## config.mk

```make
export PLATFORM = sky130hd
export DESIGN_NAME = sbf_frame_link
export DESIGN_NICKNAME = d
export VERILOG_FILES = /design/src/rtl/sbf_pkg.sv /design/src/rtl/sbf_crc_gen.sv /design/src/rtl/sbf_packer.sv /design/src/rtl/sbf_unpacker.sv /design/src/rtl/sbf_frame_link.sv
export SDC_FILE = /design/constraint.sdc
export NUM_CORES = 1
export LEC_CHECK = 0
export ABC_AREA = 1
export CAP_MARGIN = 20
export CORE_MARGIN = 2
export CORE_UTILIZATION = 35
export CTS_CLUSTER_SIZE = 30
export DETAILED_ROUTE_END_ITERATION = 12
export DONT_BUFFER_PORTS = 1
export GPL_ROUTABILITY_DRIVEN = 1
export PLACE_DENSITY = 0.52
export SLEW_MARGIN = 30
export SYNTH_ARGS = -nofsm -noshare
export SYNTH_HDL_FRONTEND = slang
export SYNTH_HIERARCHICAL = 1
export SYNTH_SLANG_ARGS = --single-unit
```

## constraint.sdc

```tcl
create_clock -name clk -period 15.7 [get_ports clk]
set_input_delay 3.14 -clock clk [delete_from_list [all_inputs] [get_ports clk]]
set_output_delay 3.14 -clock clk [all_outputs]
set_load 0.01 [all_outputs]
```

## src/rtl/sbf_pkg.sv

```systemverilog
package sbf_pkg;
  localparam int LANES    = 10;
  localparam int BEATS    = 12;
  localparam int FRAME_W  = LANES * BEATS;
  localparam int TYPE_W   = 2;
  localparam int CMD_W    = 24;
  localparam int FIELD_W  = 72;
  localparam int PAY_W    = TYPE_W + CMD_W + FIELD_W;
  localparam int CRC_W    = FRAME_W - PAY_W;
  localparam int DATA36_W = FIELD_W / 2;
  localparam int BEAT_CW  = $clog2(BEATS);
  localparam logic [CRC_W-1:0] CRC_POLY = 22'h2D4AB7;
  localparam logic [CRC_W-1:0] CRC_INIT = '1;

  typedef enum logic [TYPE_W-1:0] {
    FT_TRIPLE_CMD = 2'b00,
    FT_CMD_DATA   = 2'b01,
    FT_DUAL_DATA  = 2'b10,
    FT_RESERVED   = 2'b11
  } ftype_e;

  typedef struct packed {
    logic [1:0]         count;
    logic [CMD_W-1:0]   cmd_b;
    logic [CMD_W-1:0]   cmd_c;
    logic [FIELD_W-1:0] data;
  } rx_dec_t;

  // Clear the field bits a frame type leaves unused.
  function automatic logic [FIELD_W-1:0] mask_field(input ftype_e t,
                                                     input logic [FIELD_W-1:0] f);
    logic [FIELD_W-1:0] m;
    m = f;
    case (t)
      FT_TRIPLE_CMD: m[FIELD_W-2*CMD_W-1:0] = '0;
      FT_DUAL_DATA:  m[FIELD_W-CMD_W-1:DATA36_W] = '0;
      default:       m = f;
    endcase
    return m;
  endfunction
endpackage

```

## src/rtl/sbf_crc_gen.sv

```systemverilog
module sbf_crc_gen #(
  parameter int                 DATA_W = 98,
  parameter int                 CRC_W  = 22,
  parameter logic [CRC_W-1:0]   POLY   = '1,
  parameter logic [CRC_W-1:0]   INIT   = '1
) (
  input  logic [DATA_W-1:0] data,
  output logic [CRC_W-1:0]  crc
);
  // Bit-serial division unrolled over the whole payload, MSB first.
  always_comb begin
    logic [CRC_W-1:0] c;
    logic             fb;
    c = INIT;
    for (int i = DATA_W - 1; i >= 0; i--) begin
      fb = c[CRC_W-1] ^ data[i];
      c  = {c[CRC_W-2:0], 1'b0};
      if (fb) c = c ^ POLY;
    end
    crc = c;
  end
endmodule

```

## src/rtl/sbf_packer.sv

```systemverilog
module sbf_packer
  import sbf_pkg::*;
(
  input  logic                clk,
  input  logic                rst_n,
  input  logic                tx_valid,
  output logic                tx_ready,
  input  logic [TYPE_W-1:0]   tx_type,
  input  logic [CMD_W-1:0]    tx_cmd,
  input  logic [FIELD_W-1:0]  tx_field,
  output logic [LANES-1:0]    lane_out,
  output logic                lane_out_valid,
  output logic                lane_out_first
);
  logic [FRAME_W-1:0] shift_q, shift_d;
  logic [BEAT_CW-1:0] beat_q, beat_d;
  logic               busy_q, busy_d;
  logic               last_beat, accept;
  logic [PAY_W-1:0]   payload;
  logic [CRC_W-1:0]   crc;

  assign payload = {tx_type, tx_cmd, mask_field(ftype_e'(tx_type), tx_field)};

  sbf_crc_gen #(
    .DATA_W(PAY_W), .CRC_W(CRC_W), .POLY(CRC_POLY), .INIT(CRC_INIT)
  ) crc_i (
    .data(payload),
    .crc (crc)
  );

  assign last_beat = busy_q && (beat_q == BEAT_CW'(BEATS - 1));
  assign tx_ready  = !busy_q || last_beat;
  assign accept    = tx_valid && tx_ready;

  always_comb begin
    shift_d = shift_q;
    beat_d  = beat_q;
    busy_d  = busy_q;
    if (accept) begin
      shift_d = {payload, crc};
      beat_d  = '0;
      busy_d  = 1'b1;
    end else if (busy_q) begin
      if (last_beat) begin
        busy_d = 1'b0;
        beat_d = '0;
      end else begin
        beat_d  = beat_q + BEAT_CW'(1);
        shift_d = shift_q >> LANES;
      end
    end
  end

  always_ff @(posedge clk or negedge rst_n) begin
    if (!rst_n) begin
      shift_q <= '0;
      beat_q  <= '0;
      busy_q  <= 1'b0;
    end else begin
      busy_q <= busy_d;
      beat_q <= beat_d;
      if (accept || busy_q) shift_q <= shift_d;
    end
  end

  assign lane_out       = shift_q[LANES-1:0];
  assign lane_out_valid = busy_q;
  assign lane_out_first = busy_q && (beat_q == '0);

  p_accept_starts_frame_r4: assert property (@(posedge clk) disable iff (!rst_n)
    (tx_valid && tx_ready) |=> lane_out_first);
  p_first_is_valid_r1: assert property (@(posedge clk) disable iff (!rst_n)
    lane_out_first |-> lane_out_valid);
  p_beats_contiguous_r1: assert property (@(posedge clk) disable iff (!rst_n)
    lane_out_first |=> (lane_out_valid && !lane_out_first));
  p_ready_blocked_r4: assert property (@(posedge clk) disable iff (!rst_n)
    lane_out_first |-> !tx_ready);
endmodule

```

## src/rtl/sbf_unpacker.sv

```systemverilog
module sbf_unpacker
  import sbf_pkg::*;
(
  input  logic               clk,
  input  logic               rst_n,
  input  logic [LANES-1:0]   lane_in,
  input  logic               lane_in_valid,
  input  logic               lane_in_first,
  output logic               rx_valid,
  output logic [1:0]         rx_cmd_count,
  output logic [CMD_W-1:0]   rx_cmd_a,
  output logic [CMD_W-1:0]   rx_cmd_b,
  output logic [CMD_W-1:0]   rx_cmd_c,
  output logic [FIELD_W-1:0] rx_data,
  output logic               crc_error,
  output logic               type_error
);
  localparam int ACC_W = FRAME_W - LANES;

  logic [ACC_W-1:0]   acc_q, acc_d;
  logic [BEAT_CW-1:0] cnt_q, cnt_d;
  logic               act_q, act_d;
  logic               done;
  logic [FRAME_W-1:0] full;
  logic [PAY_W-1:0]   payload;
  logic [CRC_W-1:0]   crc_calc;
  logic               crc_ok;
  ftype_e             ftype;
  logic [CMD_W-1:0]   cmd;
  logic [FIELD_W-1:0] field;
  rx_dec_t            dec;

  // Gather beats: beat 0 ends up in the low bits once twelve are in.
  always_comb begin
    acc_d = acc_q;
    cnt_d = cnt_q;
    act_d = act_q;
    done  = 1'b0;
    if (lane_in_valid) begin
      acc_d = {lane_in, acc_q[ACC_W-1:LANES]};
      if (lane_in_first) begin
        cnt_d = BEAT_CW'(1);
        act_d = 1'b1;
      end else if (act_q) begin
        if (cnt_q == BEAT_CW'(BEATS - 1)) begin
          done  = 1'b1;
          act_d = 1'b0;
          cnt_d = '0;
        end else begin
          cnt_d = cnt_q + BEAT_CW'(1);
        end
      end
    end
  end

  always_ff @(posedge clk or negedge rst_n) begin
    if (!rst_n) begin
      acc_q <= '0;
      cnt_q <= '0;
      act_q <= 1'b0;
    end else begin
      if (lane_in_valid) acc_q <= acc_d;
      cnt_q <= cnt_d;
      act_q <= act_d;
    end
  end

  assign full    = {lane_in, acc_q};
  assign payload = full[FRAME_W-1:CRC_W];
  assign ftype   = ftype_e'(payload[PAY_W-1 -: TYPE_W]);
  assign cmd     = payload[PAY_W-TYPE_W-1 -: CMD_W];
  assign field   = payload[FIELD_W-1:0];

  sbf_crc_gen #(
    .DATA_W(PAY_W), .CRC_W(CRC_W), .POLY(CRC_POLY), .INIT(CRC_INIT)
  ) crc_i (
    .data(payload),
    .crc (crc_calc)
  );

  assign crc_ok = (crc_calc == full[CRC_W-1:0]);

  always_comb begin
    dec = '0;
    case (ftype)
      FT_TRIPLE_CMD: begin
        dec.count = 2'd3;
        dec.cmd_b = field[FIELD_W-1 -: CMD_W];
        dec.cmd_c = field[FIELD_W-CMD_W-1 -: CMD_W];
      end
      FT_CMD_DATA: begin
        dec.count = 2'd1;
        dec.data  = field;
      end
      FT_DUAL_DATA: begin
        dec.count = 2'd2;
        dec.cmd_b = field[FIELD_W-1 -: CMD_W];
        dec.data  = {{(FIELD_W-DATA36_W){1'b0}}, field[DATA36_W-1:0]};
      end
      default: dec = '0;
    endcase
  end

  logic vld_d, cerr_d, terr_d;
  assign cerr_d = done && !crc_ok;
  assign terr_d = done && crc_ok && (ftype == FT_RESERVED);
  assign vld_d  = done && crc_ok && (ftype != FT_RESERVED);

  always_ff @(posedge clk or negedge rst_n) begin
    if (!rst_n) begin
      rx_valid     <= 1'b0;
      crc_error    <= 1'b0;
      type_error   <= 1'b0;
      rx_cmd_count <= '0;
      rx_cmd_a     <= '0;
      rx_cmd_b     <= '0;
      rx_cmd_c     <= '0;
      rx_data      <= '0;
    end else begin
      rx_valid   <= vld_d;
      crc_error  <= cerr_d;
      type_error <= terr_d;
      if (vld_d) begin
        rx_cmd_count <= dec.count;
        rx_cmd_a     <= cmd;
        rx_cmd_b     <= dec.cmd_b;
        rx_cmd_c     <= dec.cmd_c;
        rx_data      <= dec.data;
      end
    end
  end

  p_one_outcome_r7: assert property (@(posedge clk) disable iff (!rst_n)
    $onehot0({rx_valid, crc_error, type_error}));
  p_outcome_single_cycle_r5: assert property (@(posedge clk) disable iff (!rst_n)
    (rx_valid || crc_error || type_error) |=> !(rx_valid || crc_error || type_error));
  p_outcome_follows_beat_r5: assert property (@(posedge clk) disable iff (!rst_n)
    (rx_valid || crc_error || type_error) |-> $past(lane_in_valid));
  p_count_legal_r6: assert property (@(posedge clk) disable iff (!rst_n)
    rx_valid |-> (rx_cmd_count != 2'd0));
endmodule

```

## src/rtl/sbf_frame_link.sv

```systemverilog
module sbf_frame_link
  import sbf_pkg::*;
(
  input  logic               clk,
  input  logic               rst_n,
  input  logic               tx_valid,
  output logic               tx_ready,
  input  logic [TYPE_W-1:0]  tx_type,
  input  logic [CMD_W-1:0]   tx_cmd,
  input  logic [FIELD_W-1:0] tx_field,
  output logic [LANES-1:0]   lane_out,
  output logic               lane_out_valid,
  output logic               lane_out_first,
  input  logic [LANES-1:0]   lane_in,
  input  logic               lane_in_valid,
  input  logic               lane_in_first,
  output logic               rx_valid,
  output logic [1:0]         rx_cmd_count,
  output logic [CMD_W-1:0]   rx_cmd_a,
  output logic [CMD_W-1:0]   rx_cmd_b,
  output logic [CMD_W-1:0]   rx_cmd_c,
  output logic [FIELD_W-1:0] rx_data,
  output logic               crc_error,
  output logic               type_error
);
  logic [1:0] rst_sync_q;
  logic       rst_core_n;

  // Assert asynchronously, release on the second clock edge.
  always_ff @(posedge clk or negedge rst_n) begin
    if (!rst_n) rst_sync_q <= '0;
    else        rst_sync_q <= {rst_sync_q[0], 1'b1};
  end
  assign rst_core_n = rst_sync_q[1];

  sbf_packer pack_i (
    .clk            (clk),
    .rst_n          (rst_core_n),
    .tx_valid       (tx_valid),
    .tx_ready       (tx_ready),
    .tx_type        (tx_type),
    .tx_cmd         (tx_cmd),
    .tx_field       (tx_field),
    .lane_out       (lane_out),
    .lane_out_valid (lane_out_valid),
    .lane_out_first (lane_out_first)
  );

  sbf_unpacker unpack_i (
    .clk           (clk),
    .rst_n         (rst_core_n),
    .lane_in       (lane_in),
    .lane_in_valid (lane_in_valid),
    .lane_in_first (lane_in_first),
    .rx_valid      (rx_valid),
    .rx_cmd_count  (rx_cmd_count),
    .rx_cmd_a      (rx_cmd_a),
    .rx_cmd_b      (rx_cmd_b),
    .rx_cmd_c      (rx_cmd_c),
    .rx_data       (rx_data),
    .crc_error     (crc_error),
    .type_error    (type_error)
  );
endmodule

```

; Yosys cells after proc, flatten, opt, wreduce, memory -nomap -nowiden
; Index checks and enable logic that the tools add are counted.
; W data, S select, Z words.
[classes]
addsub = 2
bitwise_logic = 388
reduce_logical = 19
muxes = 221
n_eq_ne = 9
[op_table]
columns = op, n
row1 = $mux W22, 196
row2 = $not A13 Y13, 194
row3 = $mux W120, 3
row4 = $xor A1 B1 Y1, 194
row5 = $pmux W72 S2, 1
row6 = $mux W24, 3
row7 = $mux W4, 6
row8 = $eq A22 B22 Y1, 1
row9 = $mux W12, 1
row10 = $mux W1, 10
row11 = $add A4 B1 Y4 const B, 2
row12 = $eq A4 B4 Y1 const B, 2
row13 = $logic_and A1 B1 Y1, 7
row14 = $eq A2 B2 Y1 const B, 3
row15 = $pmux W2 S3, 1
row16 = $logic_not A2 Y1, 2
row17 = $logic_not A4 Y1, 1
row18 = $ne A2 B2 Y1 const B, 2
row19 = $reduce_bool A2 Y1, 2
row20 = $reduce_and A3 Y1, 1
row21 = $eq A2 B1 Y1 const B, 1
row22 = $logic_not A1 Y1, 2
row23 = $logic_or A1 B1 Y1, 2
row24 = $reduce_and A2 Y1, 1
row25 = $reduce_or A2 Y1, 1
[word_totals]
elab_cells = 654
ff_bits = 391
output_inout_bits = 162

; Logic depth before layout (Yosys ltp)
[logic_depth]
word_depth = 198
mapped_depth = 162

; Cells and area by module
; Netlist, hierarchy kept.
[by_module_without_submodules]
columns = module, instances, area_per_inst_um2, cells_per_inst
row1 = sbf_crc_gen, 2, 15387.3, 2303
row2 = sbf_unpacker, 1, 11901.4, 1447
row3 = sbf_packer, 1, 6244.7, 782
row4 = sbf_frame_link, 1, 53.8, 3

; Worst setup path before layout
; OpenSTA, ideal clock, no wires.
[synth_timing]
path_type = input to register
startpoint = input port lane_in[7]
endpoint = register unpack_i.rx_cmd_b[0]
path_stages = 146
arrival_time_ns = 16.034
path_buffers = 3
setup_time_ns = 0.065
required_time_ns = 15.635
setup_slack_ns = -0.399
path_cell_list = buf_2 -> inv_2 -> nand2_1 -> nand2_1 -> nand2_1 -> nand2_1 -> inv_1 -> nand2_1 -> nand3_2 -> nand2_4 -> nand2_4 -> nand2_4 -> nand2_4 -> nand2_4 -> nand3_2 -> nand2_4 -> nand2_4 -> nand3_4 -> [110 not listed] -> nand2_2 -> inv_4 -> nand2_4 -> nand2_4 -> xor2_2 -> xnor2_1 -> inv_1 -> nand2_1 -> nand2_1 -> nor2_1 -> nand2_1 -> nor2_1 -> nand2_1 -> nor2_4 -> buf_6 -> buf_6 -> nand4_1 -> nand2_1
[synth_between]
elab_chain_len = 195
[synth_rtl]
columns = item, line
row1 = start: declaration, sbf_frame_link.sv:14  ; input logic [LANES-1:0] lane_in,
row2 = $xor A1 B1 Y1 *, sbf_crc_gen.sv:16  ; fb = c[CRC_W-1] ^ data[i];
row3 = $mux W22 *, sbf_crc_gen.sv:18  ; if (fb) c = c ^ POLY;
row4 = $xor A1 B1 Y1, sbf_crc_gen.sv:16
row5 = $mux W22 *, sbf_crc_gen.sv:18
row6 = $xor A1 B1 Y1, sbf_crc_gen.sv:16
row7 = $mux W22 *, sbf_crc_gen.sv:18
row8 = $xor A1 B1 Y1, sbf_crc_gen.sv:16
row9 = $mux W22 *, sbf_crc_gen.sv:18
row10 = [179 not listed], --
row11 = $mux W22 *, sbf_crc_gen.sv:18
row12 = $xor A1 B1 Y1, sbf_crc_gen.sv:16
row13 = $mux W22 *, sbf_crc_gen.sv:18
row14 = $xor A1 B1 Y1, sbf_crc_gen.sv:16
row15 = $mux W22 *, sbf_crc_gen.sv:18
row16 = named net unpack_i.crc_calc[4], sbf_unpacker.sv:26  ; logic [CRC_W-1:0] crc_calc;
row17 = $eq A22 B22 Y1 *, sbf_unpacker.sv:81  ; assign crc_ok = (crc_calc == full[CRC_W-1:0]);
row18 = $logic_and A1 B1 Y1 * (2 in series), sbf_unpacker.sv:107  ; assign vld_d = done && crc_ok && (ftype != FT_RESERVED);
row19 = end signal: assignment, sbf_unpacker.sv:126  ; rx_cmd_b <= dec.cmd_b;
row20 = end: declaration, sbf_unpacker.sv:12  ; output logic [CMD_W-1:0] rx_cmd_b,
; Mark *: on every way through the listed nets, which the timed path passes. The rest lies on a longest branch.
; A chain may end at the register's enable or synchronous reset.

; Worst setup path after layout
[layout_timing]
startpoint = input port lane_in[5]
endpoint = register unpack_i.rx_data[5]
[layout_lines]
columns = item, line
row1 = $xor A1 B1 Y1 *, sbf_crc_gen.sv:16
row2 = $mux W22 *, sbf_crc_gen.sv:18
row3 = $xor A1 B1 Y1, sbf_crc_gen.sv:16
row4 = $mux W22 *, sbf_crc_gen.sv:18
row5 = $xor A1 B1 Y1, sbf_crc_gen.sv:16
row6 = $mux W22 *, sbf_crc_gen.sv:18
row7 = $xor A1 B1 Y1, sbf_crc_gen.sv:16
row8 = $mux W22 *, sbf_crc_gen.sv:18
row9 = [173 not listed], --
row10 = $mux W22 *, sbf_crc_gen.sv:18
row11 = $xor A1 B1 Y1, sbf_crc_gen.sv:16
row12 = $mux W22 *, sbf_crc_gen.sv:18
row13 = $xor A1 B1 Y1, sbf_crc_gen.sv:16
row14 = $mux W22 * (2 in series), sbf_crc_gen.sv:18
row15 = named net unpack_i.crc_calc[10], sbf_unpacker.sv:26
row16 = $eq A22 B22 Y1 *, sbf_unpacker.sv:81
row17 = $logic_and A1 B1 Y1 * (2 in series), sbf_unpacker.sv:107
row18 = end signal: assignment, sbf_unpacker.sv:128  ; rx_data <= dec.data;
row19 = end: declaration, sbf_unpacker.sv:14  ; output logic [FIELD_W-1:0] rx_data,
; Marks and branches as above.

==> flow_metrics.py <==
metrics = {
    "outcome": {
        "outcome": "finished with violations",
        "violations": "negative setup slack",
    },
    "placed_design": {
        "place.gp.congestion": 0.9077,
        "dp_hpwl_mm": 131.9,
        "io_buffers": 0,
        "placed_cell_area_sq_mm": 0.05850,
        "dp.cells": 9529,
    },
    "floorplanning": {
        "die_x_um": 378.1,
        "top_level_ports": 275,
        "die_area_sq_mm": 0.1429,
        "coreArea_sq_mm": 0.1392,
        "initial_utilization_pct": 35.19,
        "dieHeight_um": 378.1,
        "num_rows": 137,
    },
    "sta": {
        "worst_slew_pin_slew_ns": 0.9977,
        "fin_crit_sh_pct": 106.0,
        "min_period_ns": 16.65,
        "clock_skew_ns": 0.02334,
        "fin_ws_ns": -0.9455,
        "final-setup-viol-count": 155,
        "maxSlewViolCount": 0,
        "rsz0062_at_grt": "true",
        "max_freq_mhz": 60.08,
        "hold_viol": 0,
        "max-slew-margin-rel_pct": 33.49,
    },
    "cells_and_area": {
        "layout_commonest_cell": "nand2_1",
        "fillers": 14040,
        "final_area_sq_mm": 0.06403,
        "area_growth_pct": 30.73,
        "regArea_sq_mm": 0.009788,
        "diodes": 0,
        "drive_gt1_share_pct": 38.72,
        "final_cell_mix": "1677 x nand2_1, 1071 x buf_4, 889 x nand3_1, 624 x inv_1, 602 x nand2_2",
        "multiInputGateArea_sq_mm": 0.03778,
        "stdcell_count": 9746,
        "nets": 7953,
    },
    "synth": {
        "synth_nets": 6959,
        "ys_seq_area_share_pct": 19.98,
        "netlist_area_sq_mm": 0.04897,
        "ys_seq_elements": 391,
        "synthTopCellsByArea": "dfrtp_1 20%, nand2_1 14%, nand3_1 10%",
        "synth_cell_types": 53,
        "synth_cells": 6838,
        "yosysTopAreaCellShare_pct": 19.98,
        "yosys.area.top_type": "dfrtp_1",
        "yosys_warnings": 6,
        "syn_area_per_cell_sq_um": 7.162,
    },
    "detailed_routing": {
        "drc": 0,
        "vias_per_cell": 4.831,
        "wl_mm": 166.7,
        "antenna_left": 0,
        "first_iter_violations": 2804,
        "vias": 47090,
        "wl_per_cell_um": 17.11,
        "first_pass_iters": 6,
    },
    "cts": {
        "cts-root-buf": "clkbuf_16",
        "clkLatencyLatePin_ns": 0.65,
        "cts-buffers-inserted": 48,
        "htreeDepth": 2,
        "postCtsHoldBufs": 0,
        "clk_pin_slew_worst_paths_ns": 0.06,
        "clock_sinks": 391,
        "cts_tree": "yes",
        "clockBufferDepth": 3,
    },
    "global_route": {
        "grt_pass1_vias": 45950,
        "grt_overflow": 0,
        "grt_usage_pct": 22.80,
        "antenna_found_initial": 0,
        "grt_first_pass_wirelength_mm": 259.2,
        "grt_max_degree": 167,
    },
    "critical_path": {
        "crit_top_cell": "nand2_4",
        "cp_num_buf_inv": 16,
        "cp_top_family": "simple AND/OR/NAND/NOR gates",
        "crit_path_max_fanout": 7,
        "crit_path_end_kind": "flip-flop",
        "arrival_ns": 17.21,
        "cp_slowest_cell": "nand3b_1",
        "critical_path.max_stage_delay_ns": 0.20,
        "path_class": "in2reg",
        "cp-start-kind": "input pin",
        "cp.required_ns": 16.26,
    },
    "worst_hold_path": {
        "min_path_type": "reg2reg",
    },
    "run": {
        "cap_violations": 0,
    },
}
-- cell usage after synthesis, drive strengths merged --
| cell type | number |
|---|---|
| and2 | 2 |
| a211oi | 1 |
| or2 | 31 |
| xor2 | 579 |
| a21o | 8 |
| buf | 119 |
| inv | 784 |
| bufinv | 14 |
| nand3b | 108 |
| xnor3 | 16 |
| dfrtp | 391 |
| o31ai | 1 |
| nor2 | 101 |
| o21ai | 102 |
| nand4 | 165 |
| xor3 | 2 |
| nand2 | 2787 |
| clkbuf | 65 |
| conb | 1 |
| xnor2 | 198 |
| nor3 | 37 |
| ha | 8 |
| clkinv | 6 |
| nand3 | 1306 |
| o211ai | 1 |
| a21oi | 5 |
-- sequential cells by signal, summed over array words and instances (netlist names), 4 cells and up --
register           count
pack_i/shift_q       120
unpack_i/acc_q       110
unpack_i/rx_data      72
unpack_i/rx_cmd_a     24
unpack_i/rx_cmd_b     24
unpack_i/rx_cmd_c     24
pack_i/beat_q          4
unpack_i/cnt_q         4
-- per-layer routing --
metal | up-vias | part of all wire [%] | global-route usage [%]
li1 | 23740 | - | -
met1 | 22360 | 44 | 29.47
met2 | 824 | 48 | 39.23
met3 | 167 | 5.7 | 4.546
met4 | 0 | 2.3 | 4.428
met5 | - | 0 | 0
-- layout make-up --
cell class                 count  area share [%]
clock inverter                25          0.5198
timing repair buffer        1128           14.14
tap                         1876           3.666
inverter                     804           5.274
multi-input combinational   5459           59.01
clock buffer                  63           2.105
sequential                   391           15.29
-- final timing paths --
check	cells past startpoint	end	start	slack, ns
max	140	unpack_i/rx_data[5]	lane_in[5]	-0.95
min	0	rst_sync_q[1]	rst_sync_q[0]	0.36
max reg2reg	139	unpack_i/rx_data[5]	unpack_i/acc_q[109]	1.22
min reg2reg	0	rst_sync_q[1]	rst_sync_q[0]	0.36
max in group asynchronous	2	unpack_i/rx_cmd_c[5]	rst_sync_q[1]	13.36
min in group asynchronous	0	unpack_i/acc_q[101]	rst_sync_q[1]	0.45
-- kinds of logic after synthesis --
group,share of synthesized area [%]
AND/OR/NAND/NOR,54.07
flip-flops,19.98
XOR/XNOR,15.64
AO/OA/AOI/OAI,1.262
buffers and inverters,8.832
adder cells (fa/ha/maj),0.2044
other,0.007657
-- timing repair --
item                       CTS  global route
gates cloned                 4             3
resized for setup          217           312
hold endpoints to repair     0             0
setup endpoints to repair  168           171
setup buffers               55            67
pin swaps                  154           172
-- through the flow --
| step | setup WS, ns | TNS [ns] | hold slack (ns) | utilization, % |
|---|---|---|---|---|
| detailed placement | -1.845 | -276.00 | 0.3363 | 42.03 |
| CTS | -0.6700 | -89.67 | 0.3602 | 44.43 |
| global placement | -1.556 | -230.07 | 0.3328 | 42.03 |
| floorplan | -0.1716 | -22.98 | 0.3312 | - |
| finish | -0.9455 | -130.93 | 0.3555 | 46.00 |
| global route | -1.904 | -306.23 | 0.3763 | 46.00 |
Power is left out: the tool's default activity adds up to more than one toggle a clock period on the data nets, which glitch-free logic cannot reach.
